## src/rtl/flash_erase_seq.sv

```systemverilog
module flash_erase_seq #(
  parameter int NBLK      = 4,
  parameter int WORDS     = 8,
  parameter int MAX_TRY   = 100,
  parameter int SETTLE    = 2,
  parameter int WDT_LIMIT = 990000,
  parameter int LW        = 16,
  localparam int BW = (NBLK > 1) ? $clog2(NBLK) : 1,
  localparam int WW = (WORDS > 1) ? $clog2(WORDS) : 1,
  localparam int AW = BW + WW + 2
) (
  input  logic            clk,
  input  logic            rst_n,
  input  logic            start,
  input  logic [NBLK-1:0] blk_sel,
  input  logic [LW-1:0]   pulse_len,
  output logic            fl_erase,
  output logic            fl_ev,
  output logic [NBLK-1:0] fl_blk,
  output logic            fl_wr,
  output logic            fl_rd,
  output logic [AW-1:0]   fl_addr,
  output logic [7:0]      fl_wdata,
  input  logic [31:0]     fl_rdata,
  output logic            busy,
  output logic            done,
  output logic            fail,
  output logic            wdt_err,
  output logic            irq_mask
);
  localparam int TW = $clog2(MAX_TRY + 1);
  localparam int DW = $clog2(WDT_LIMIT + 1);

  typedef enum logic [2:0] {S_IDLE, S_ERASE, S_SET1, S_DWR, S_RD, S_SET2} st_t;
  st_t st;

  logic [NBLK-1:0] sel_q;
  logic [BW-1:0]   idx, idx_q;
  logic [WW-1:0]   widx;
  logic [LW-1:0]   len_q, cnt;
  logic [TW-1:0]   tries;
  logic [DW-1:0]   wdt;
  logic            bad;

  wire sel_ok  = (blk_sel != '0) && ((blk_sel & (blk_sel - 1'b1)) == '0);
  wire pulse_end = ({1'b0, cnt} + 1'b1) >= {1'b0, len_q};
  wire settled = (cnt == LW'(SETTLE - 1));
  wire bad_n   = bad | (fl_rdata != 32'hFFFF_FFFF);

  always_comb begin
    idx = '0;
    for (int i = 0; i < NBLK; i++)
      if (blk_sel[i]) idx = BW'(i);
  end

  always_ff @(posedge clk or negedge rst_n) begin
    if (!rst_n) begin
      st <= S_IDLE; sel_q <= '0; idx_q <= '0; widx <= '0; len_q <= '0;
      cnt <= '0; tries <= '0; wdt <= '0; bad <= 1'b0;
      done <= 1'b0; fail <= 1'b0; wdt_err <= 1'b0;
    end else begin
      done <= 1'b0;
      case (st)
        S_IDLE: if (start) begin
          if (sel_ok) begin
            st <= S_ERASE; sel_q <= blk_sel; idx_q <= idx; len_q <= pulse_len;
            cnt <= '0; tries <= '0; wdt <= '0; fail <= 1'b0; wdt_err <= 1'b0;
          end else begin
            fail <= 1'b1; wdt_err <= 1'b0;
          end
        end
        S_ERASE: begin
          wdt <= wdt + 1'b1;
          if (wdt == DW'(WDT_LIMIT - 1)) begin
            st <= S_IDLE; fail <= 1'b1; wdt_err <= 1'b1;
          end else if (pulse_end) begin
            st <= S_SET1; cnt <= '0;
          end else cnt <= cnt + 1'b1;
        end
        S_SET1: if (settled) begin
          st <= S_DWR; cnt <= '0; widx <= '0; bad <= 1'b0;
        end else cnt <= cnt + 1'b1;
        S_DWR: st <= S_RD;
        S_RD: begin
          bad <= bad_n;
          if (widx == WW'(WORDS - 1)) begin
            tries <= tries + 1'b1;
            if (!bad_n) begin
              st <= S_IDLE; done <= 1'b1;
            end else if (tries == TW'(MAX_TRY - 1)) begin
              st <= S_IDLE; fail <= 1'b1;
            end else begin
              st <= S_SET2; cnt <= '0;
            end
          end else begin
            widx <= widx + 1'b1; st <= S_DWR;
          end
        end
        S_SET2: if (settled) begin
          st <= S_ERASE; cnt <= '0;
        end else cnt <= cnt + 1'b1;
        default: st <= S_IDLE;
      endcase
    end
  end

  assign busy     = (st != S_IDLE);
  assign irq_mask = busy;
  assign fl_erase = (st == S_ERASE);
  assign fl_ev    = (st == S_DWR) || (st == S_RD);
  assign fl_wr    = (st == S_DWR);
  assign fl_rd    = (st == S_RD);
  assign fl_addr  = {idx_q, widx, 2'b00};
  assign fl_wdata = 8'hFF;
  assign fl_blk   = busy ? sel_q : '0;
endmodule

```

## config.mk

```make
export PLATFORM = sky130hd
export DESIGN_NAME = flash_erase_seq
export DESIGN_NICKNAME = d
export VERILOG_FILES = /design/src/rtl/flash_erase_seq.sv
export SDC_FILE = /design/constraint.sdc
export NUM_CORES = 1
export LEC_CHECK = 0
export CORE_MARGIN = 2
export CORE_UTILIZATION = 48
export CTS_CLUSTER_DIAMETER = 50
export CTS_CLUSTER_SIZE = 14
export DETAILED_ROUTE_END_ITERATION = 10
export HOLD_SLACK_MARGIN = 0.05
export PLACE_DENSITY = 0.88
export SKIP_LAST_GASP = 1
export SLEW_MARGIN = 20
export SYNTH_ARGS = -nofsm -noshare
export SYNTH_HDL_FRONTEND = slang
export SYNTH_SLANG_ARGS = --single-unit
```

## constraint.sdc

```tcl
create_clock -name clk -period 2.9 [get_ports clk]
set_input_delay 0.435 -clock clk [delete_from_list [all_inputs] [get_ports clk]]
set_output_delay 0.435 -clock clk [all_outputs]
set_load 0.05 [all_outputs]
```

==> results of run 1 <==
[metrics by stage]
| stage | util | area [µm²] | power (W) | worst slack, ns |
|---|---|---|---|---|
| floorplan | - | 4579 | 0.002913 | -0.07218 |
| global placement | 0.6029 | 5518 | 0.003525 | -0.1025 |
| detailed placement | 0.6029 | 5518 | 0.003598 | -0.2067 |
| CTS | 0.6365 | 5826 | 0.004513 | -0.1237 |
| global route | 0.6401 | 5858 | 0.004798 | -0.4743 |
| finish | 0.6401 | 5858 | 0.004533 | -0.2724 |
[power breakdown]
group | internal [W] | leakage (nW) | switching (W)
Combinational | 0.000862 | 1.66 | 0.00135
Clock | 0.000401 | 0.0881 | 0.000425
Sequential | 0.00130 | 0.984 | 0.000198
[registers in the layout (all words and copies together) (netlist names)]
| signal | count |
|---|---|
| fail | 1 |
| widx | 3 |
| len_q | 16 |
| tries | 7 |
| wdt | 20 |
| st | 3 |
| wdt_err | 1 |
| done | 1 |
| sel_q | 4 |
| cnt | 16 |
| bad | 1 |
| idx_q | 2 |
[worst max-delay path, cell delays in order, from the launching register on]
cell	delay, ns
dfrtp_1	0.40
ha_4	0.17
nand2_4	0.06
nor4_4	0.29
buf_4	0.15
nand4_1	0.10
xor2_1	0.21
inv_1	0.12
ha_4	0.29
nand4_1	0.17
nor4_2	0.29
nand3_1	0.15
nand3_2	0.12
a2bb2oi_4	0.17
buf_12	0.15
a21oi_1	0.05
a21o_1	0.15
[synth_stat cells (all sizes together) (8+ instances only)]
cell / count
xor2: 27
inv: 36
dfrtp: 75
nor2: 54
nand3: 26
nor3: 8
nand2: 59
nand4: 18
buf: 19
nor4: 10
o21ai: 31
a21oi: 25
ha: 22
[kinds of logic after synthesis]
| kind of cell | Yosys count |
|---|---|
| other | 2 |
| buffers and inverters | 62 |
| flip-flops | 75 |
| AO/OA/AOI/OAI | 84 |
| adder cells (fa/ha/maj) | 22 |
| multiplexers | 8 |
| AND/OR/NAND/NOR | 215 |
| XOR/XNOR | 33 |
[cell type report]
| type | count | area share |
|---|---|---|
| Clock buffer | 9 | 0.02114 |
| Clock inverter | 7 | 0.01324 |
| Inverter | 37 | 0.02371 |
| Multi-Input combinational cell | 372 | 0.4231 |
| Sequential cell | 75 | 0.3204 |
| Tap cell | 111 | 0.02371 |
| Timing Repair Buffer | 111 | 0.1747 |
[routing by layer]
metal	vias to the layer above	global-route usage	part of all wire	routed length, µm
li1	1917	-	-	-
met1	1891	0.2770	0.41	4591
met2	130	0.3831	0.51	5666
met3	33	0.05132	0.049	550
met4	0	0.1050	0.029	327
met5	-	0	0	0
[worst max-delay path by stage]
| stage | slack, ns | endpoint | cells past startpoint | start |
|---|---|---|---|---|
| after floorplan | -0.07 | st[0] | 13 | cnt[0] |
| after global placement | -0.10 | cnt[5] | 16 | cnt[1] |
| after detailed placement | -0.21 | cnt[2] | 15 | cnt[1] |
| after CTS | -0.12 | cnt[5] | 16 | cnt[0] |
| after global routing | -0.47 | st[0] | 15 | cnt[0] |
| final | -0.27 | cnt[2] | 16 | cnt[0] |
[timing repair]
action	CTS	global route
setup buffers	2	3
endpoints found under the setup margin	18	19
gates resized for setup	13	3
endpoints found under the hold margin	10	0
hold buffers	1	0
pin swaps	12	1
==> flow_metrics.env, run 1 <==
export IMPL_layout_commonest_cell="dfrtp_1"
export IMPL_timing_final_ws_setup_ns=-0.2724
export IMPL_synth_compound_area_frac=0.1172
export IMPL_area_growth_pct=29.98
export IMPL_irDropWorstVdd_uv=730.4
export IMPL_ios=83
export IMPL_status="finished, violations left"
export IMPL_violations="negative setup slack"
export IMPL_max_freq_mhz=315.2
export IMPL_hp_class="in2async"
export IMPL_die_y_um=100.9
export IMPL_final_hold_viol_count=0
export IMPL_cts_tree="done"
export IMPL_clkTransAtPathRegs_ns=0.08
export IMPL_postRouteAntennaNets=0
export IMPL_final_nets=683
export IMPL_ctsRootBufferMaster="clkbuf_8"
export IMPL_route_detailed_drc=0
export IMPL_synth_top_family_by_area="simple AND/OR/NAND/NOR gates"
export IMPL_firstDrtPassIters=5
export IMPL_viasPerCell=5.500
export IMPL_synth_top_area_frac=0.4164
export IMPL_routed_wirelength_mm=11.13
export IMPL_hpwl_mm=8.072
export IMPL_row_count=35
export IMPL_layout_min_cycle_time_ns=3.172
export IMPL_setup_tns_ns=-3.435
export IMPL_diodes=0
export IMPL_synthXorXnorAreaFrac=0.06413
export IMPL_syn_cell_area_mm2=0.004507
export IMPL_max_clock_path_buffers=2
export IMPL_final_cells=722
export IMPL_yosysSeqAreaShare=0.4164
export IMPL_drtIter0Drc=235
export IMPL_r2r_end="cnt[2]"
export IMPL_leakage_nw=2.732
export IMPL_grt_usage=0.2273
export IMPL_globalplace_congestion=0.9368
export IMPL_cp_end_kind="register"
export IMPL_wl_per_cell_um=15.42
export IMPL_powerDensity_mw_per_mm2=773.7
export IMPL_synth_seq_cells=75
export IMPL_cts_buffers=9
export IMPL_dieWidth_um=100.9
export IMPL_regToRegSetupSlack_ns=-0.27
export IMPL_worstSkewPairLatency_ns=0.36
export IMPL_floorplan_initialDensity=0.4924
export IMPL_synthArstFlopShare=1.000
export IMPL_maxSlewViolCount=0
export IMPL_grt_max_degree=29
export IMPL_fin_skew_ns=0.01031
export IMPL_r2r_start="cnt[0]"
export IMPL_period_share=1.094
export IMPL_io_buffers=72
export IMPL_antenna_found_initial=0
export IMPL_synth_edff_count=0
export IMPL_arrival_ns=3.42
export IMPL_critical_path_class="reg2reg"
export IMPL_drive_gt1_frac=0.1604
export IMPL_synthMuxAreaShare=0.01943
export IMPL_htree_levels=3
export IMPL_ff2ff_path_depth=16
export IMPL_num_vias=3971
export IMPL_required_ns=3.15
export IMPL_ys_warn_count=0
export IMPL_hold_ws_ns=0.4772
export IMPL_synthCells=501
export IMPL_tightest_slew_ns=0.5461
export IMPL_synthAdderAreaFrac=0.06108
export IMPL_multi_input_comb_area_mm2=0.002479
export IMPL_nFillCells=720
export IMPL_first_global_vias=4076
export IMPL_synth_area_top_cells="dfrtp_1 (42%), ha_1 (6.1%), xor2_1 (5.2%), nand2_1 (4.9%), nor2_1 (4.4%)"
export IMPL_mostFrequentLayoutCells="dfrtp_1 (75), clkdlybuf4s50_1 (69), nand2_1 (58)"
export IMPL_critPathMaxFanout=16
export IMPL_dpl_cell_count=700
export IMPL_slew_headroom=0.6359
export IMPL_finalSetupViolCount=18
export IMPL_die_area_mm2=0.01018
export IMPL_rsz0062_at_grt="yes"
export IMPL_synth_distinct_cells=61
export IMPL_grt_pass1_wl_mm=18.48
export IMPL_globalRouteOverflowTotal=0
export IMPL_post_synth_cell_area_avg_um2=8.996
export IMPL_coreArea_mm2=0.009153
export IMPL_drv_cap=0
export IMPL_yosysTopAreaCell="dfrtp_1"
export IMPL_clock_sinks=75
export IMPL_regArea_mm2=0.001877
export IMPL_synthFlopType="dfrtp_1"
export IMPL_yosys_area_share_simple=0.2501
export IMPL_start_kind="register"
No activity file was read; power rests on OpenSTA's default activity.
==> inputs of run 2 (changes only) <==
--- a/config.mk
+++ b/config.mk
@@ -10,6 +10,7 @@
 export CTS_CLUSTER_DIAMETER = 50
 export CTS_CLUSTER_SIZE = 14
 export DETAILED_ROUTE_END_ITERATION = 10
+export GPL_TIMING_DRIVEN = 0
 export HOLD_SLACK_MARGIN = 0.05
 export PLACE_DENSITY = 0.88
 export SKIP_LAST_GASP = 1
==> run 2 against run 1 <==
Sequential power down 3%. Final cell count up 0.69%. Highest routed layer unchanged. The flow still finishes with violations (negative setup slack). Clock skew down 0.0040 ns. Die area unchanged. Total power up 3.0%. Sequential share of layout area down 0.43 points. Largest power group unchanged.
==> flow_metrics.env, run 2 (synthesized netlist as in run 1, its figures left out) <==
export IMPL_status="finished, violations left"
export IMPL_violations="negative setup slack"
export IMPL_fin_util=0.6510
export IMPL_antenna_found_initial=0
export IMPL_dieWidth_um=100.9
export IMPL_die_area_mm2=0.01018
export IMPL_top_register="wdt"
export IMPL_layout_commonest_cell="dfrtp_1"
export IMPL_regArea_mm2=0.001883
export IMPL_viasPerCell=5.663
export IMPL_critPathMaxStageDelay_ns=0.40
export IMPL_path_delay_family="simple AND/OR/NAND/NOR gates"
export IMPL_multi_input_comb_area_mm2=0.002495
export IMPL_slew_headroom=0.5508
export IMPL_setup_tns_ns=-7.537
export IMPL_largest_reg_flops=20
export IMPL_coreArea_mm2=0.009153
export IMPL_crit_slowest_cell="nor4_2"
export IMPL_clock_sinks=75
export IMPL_wl_met1_mm=4.546
export IMPL_io_buffers=72
export IMPL_ctsRootBufferMaster="clkbuf_8"
export IMPL_postRouteAntennaNets=0
export IMPL_floorplan_initialDensity=0.4924
export IMPL_top_layer_used="met4"
export IMPL_timing_final_ws_setup_ns=-0.4559
export IMPL_mostFrequentLayoutCells="dfrtp_1 (70), clkdlybuf4s50_1 (69), nand2_1 (58)"
export IMPL_htree_levels=3
export IMPL_finalSetupViolCount=18
export IMPL_max_clock_path_buffers=2
export IMPL_area_growth_pct=32.20
export IMPL_max_freq_mhz=298.0
export IMPL_diodes=0
export IMPL_ios=83
export IMPL_clkTransAtPathRegs_ns=0.08
export IMPL_grt_pass1_wl_mm=19.04
export IMPL_cp_end_kind="register"
export IMPL_firstDrtPassIters=5
export IMPL_crit_buf_inv=1
export IMPL_row_count=35
export IMPL_crit_path_cell_trace="nand4_1 -> nor2_2 -> nand3_2 -> and2_4 -> or2_2 -> ha_1 -> nand4_1 -> nor4_2 -> nand3_1 -> nand3_2 -> a2bb2oi_4 -> buf_6 -> a21oi_2 -> a21o_1"
export IMPL_final_hold_viol_count=0
export IMPL_layout_min_cycle_time_ns=3.356
export IMPL_globalRouteOverflowTotal=0
export IMPL_fin_skew_ns=0.006278
export IMPL_final_nets=688
export IMPL_arrival_ns=3.60
export IMPL_powerDensity_mw_per_mm2=783.3
export IMPL_maxSlewViolCount=0
export IMPL_critPathMaxFanout=4
export IMPL_critical_path_class="reg2reg"
export IMPL_period_share=1.157
export IMPL_globalplace_congestion=0.9054
export IMPL_grt_usage=0.2333
export IMPL_route_detailed_drc=0
export IMPL_routed_wirelength_mm=11.76
export IMPL_nFillCells=696
export IMPL_leakage_nw=2.775
export IMPL_reg_top3="wdt x20, cnt x16, len_q x16"
export IMPL_start_kind="register"
export IMPL_tightest_slew_ns=0.6683
export IMPL_drive_gt1_frac=0.1769
export IMPL_irDropWorstVdd_uv=788.5
export IMPL_drv_cap=0
export IMPL_worstSkewPairLatency_ns=0.35
export IMPL_first_global_vias=4249
export IMPL_num_vias=4117
export IMPL_wl_met3_um=766
export IMPL_cts_buffers=9
export IMPL_drtIter0Drc=251
export IMPL_required_ns=3.15
export IMPL_die_y_um=100.9
export IMPL_grt_max_degree=57
export IMPL_cts_tree="done"
export IMPL_hp_class="reg2reg"
export IMPL_hpwl_mm=8.197
export IMPL_rsz0062_at_grt="yes"
export IMPL_wl_per_cell_um=16.17
export IMPL_met2_length_mm=6.118
[run 2: cell count changes in the layout (fill, tap and decap cells not counted), moves of 4 or more]
cell      delta
buf_4        -8
clkbuf_1     +5
clkbuf_8     +4
dfrtp_1      -5
dfrtp_2      +5
[run 2: through the flow]
stage | area, µm² | setup slack [ns] | total power [W] | cells | hold slack (ns)
after floorplan | 4579 | -0.07218 | 0.002913 | 509 | 0.1394
after global placement | 5439 | -1.102 | 0.003463 | 692 | 0.4809
after detailed placement | 5464 | -0.7046 | 0.003552 | 693 | 0.3414
after CTS | 5891 | -0.1893 | 0.004596 | 723 | 0.5016
final | 5958 | -0.4559 | 0.004667 | 727 | 0.4942
after global routing | 5958 | -0.5491 | 0.004934 | 727 | 0.5282
[run 2: routing by layer]
| layer | up-vias | track usage |
|---|---|---|
| li1 | 1937 | - |
| met1 | 1967 | 0.2731 |
| met2 | 177 | 0.4174 |
| met3 | 36 | 0.04716 |
| met4 | 0 | 0.09356 |
| met5 | - | 0 |
[run 2: final cells by class]
cell class,instances,area share
clock inverters,4,0.01218
multi-input cells,372,0.4187
clock buffers,12,0.02604
repair buffers,91,0.1504
well taps,111,0.02331
flip-flops and latches,75,0.3160
plain buffers,25,0.03003
inverters,37,0.02331
[run 2: worst paths after layout]
path / start / to / slack (ns) / cells past startpoint
hold reg to reg: fail / fail / 0.49 / 1
hold / removal: fail / fail / 0.49 / 1
min in group asynchronous: rst_n / len_q[8] / 0.50 / 2
setup reg to reg: cnt[9] / cnt[5] / -0.46 / 14
setup / recovery: cnt[9] / cnt[5] / -0.46 / 14
max in group asynchronous: rst_n / cnt[0] / 1.82 / 3
[run 2: what timing repair did]
action | CTS | global route
setup endpoints to repair | 20 | 20
buffers inserted | 13 | 4
pin swaps | 11 | 13
endpoints found under the hold margin | 19 | 0
resized for setup | 22 | 8
hold buffers | 1 | 0
[run 2: power by group]
part           total [W]  internal (W)  switching, W
registers        0.00146       0.00130      0.000158
clock network   0.000909      0.000530      0.000378
logic            0.00230      0.000889       0.00141
total            0.00467       0.00272       0.00194
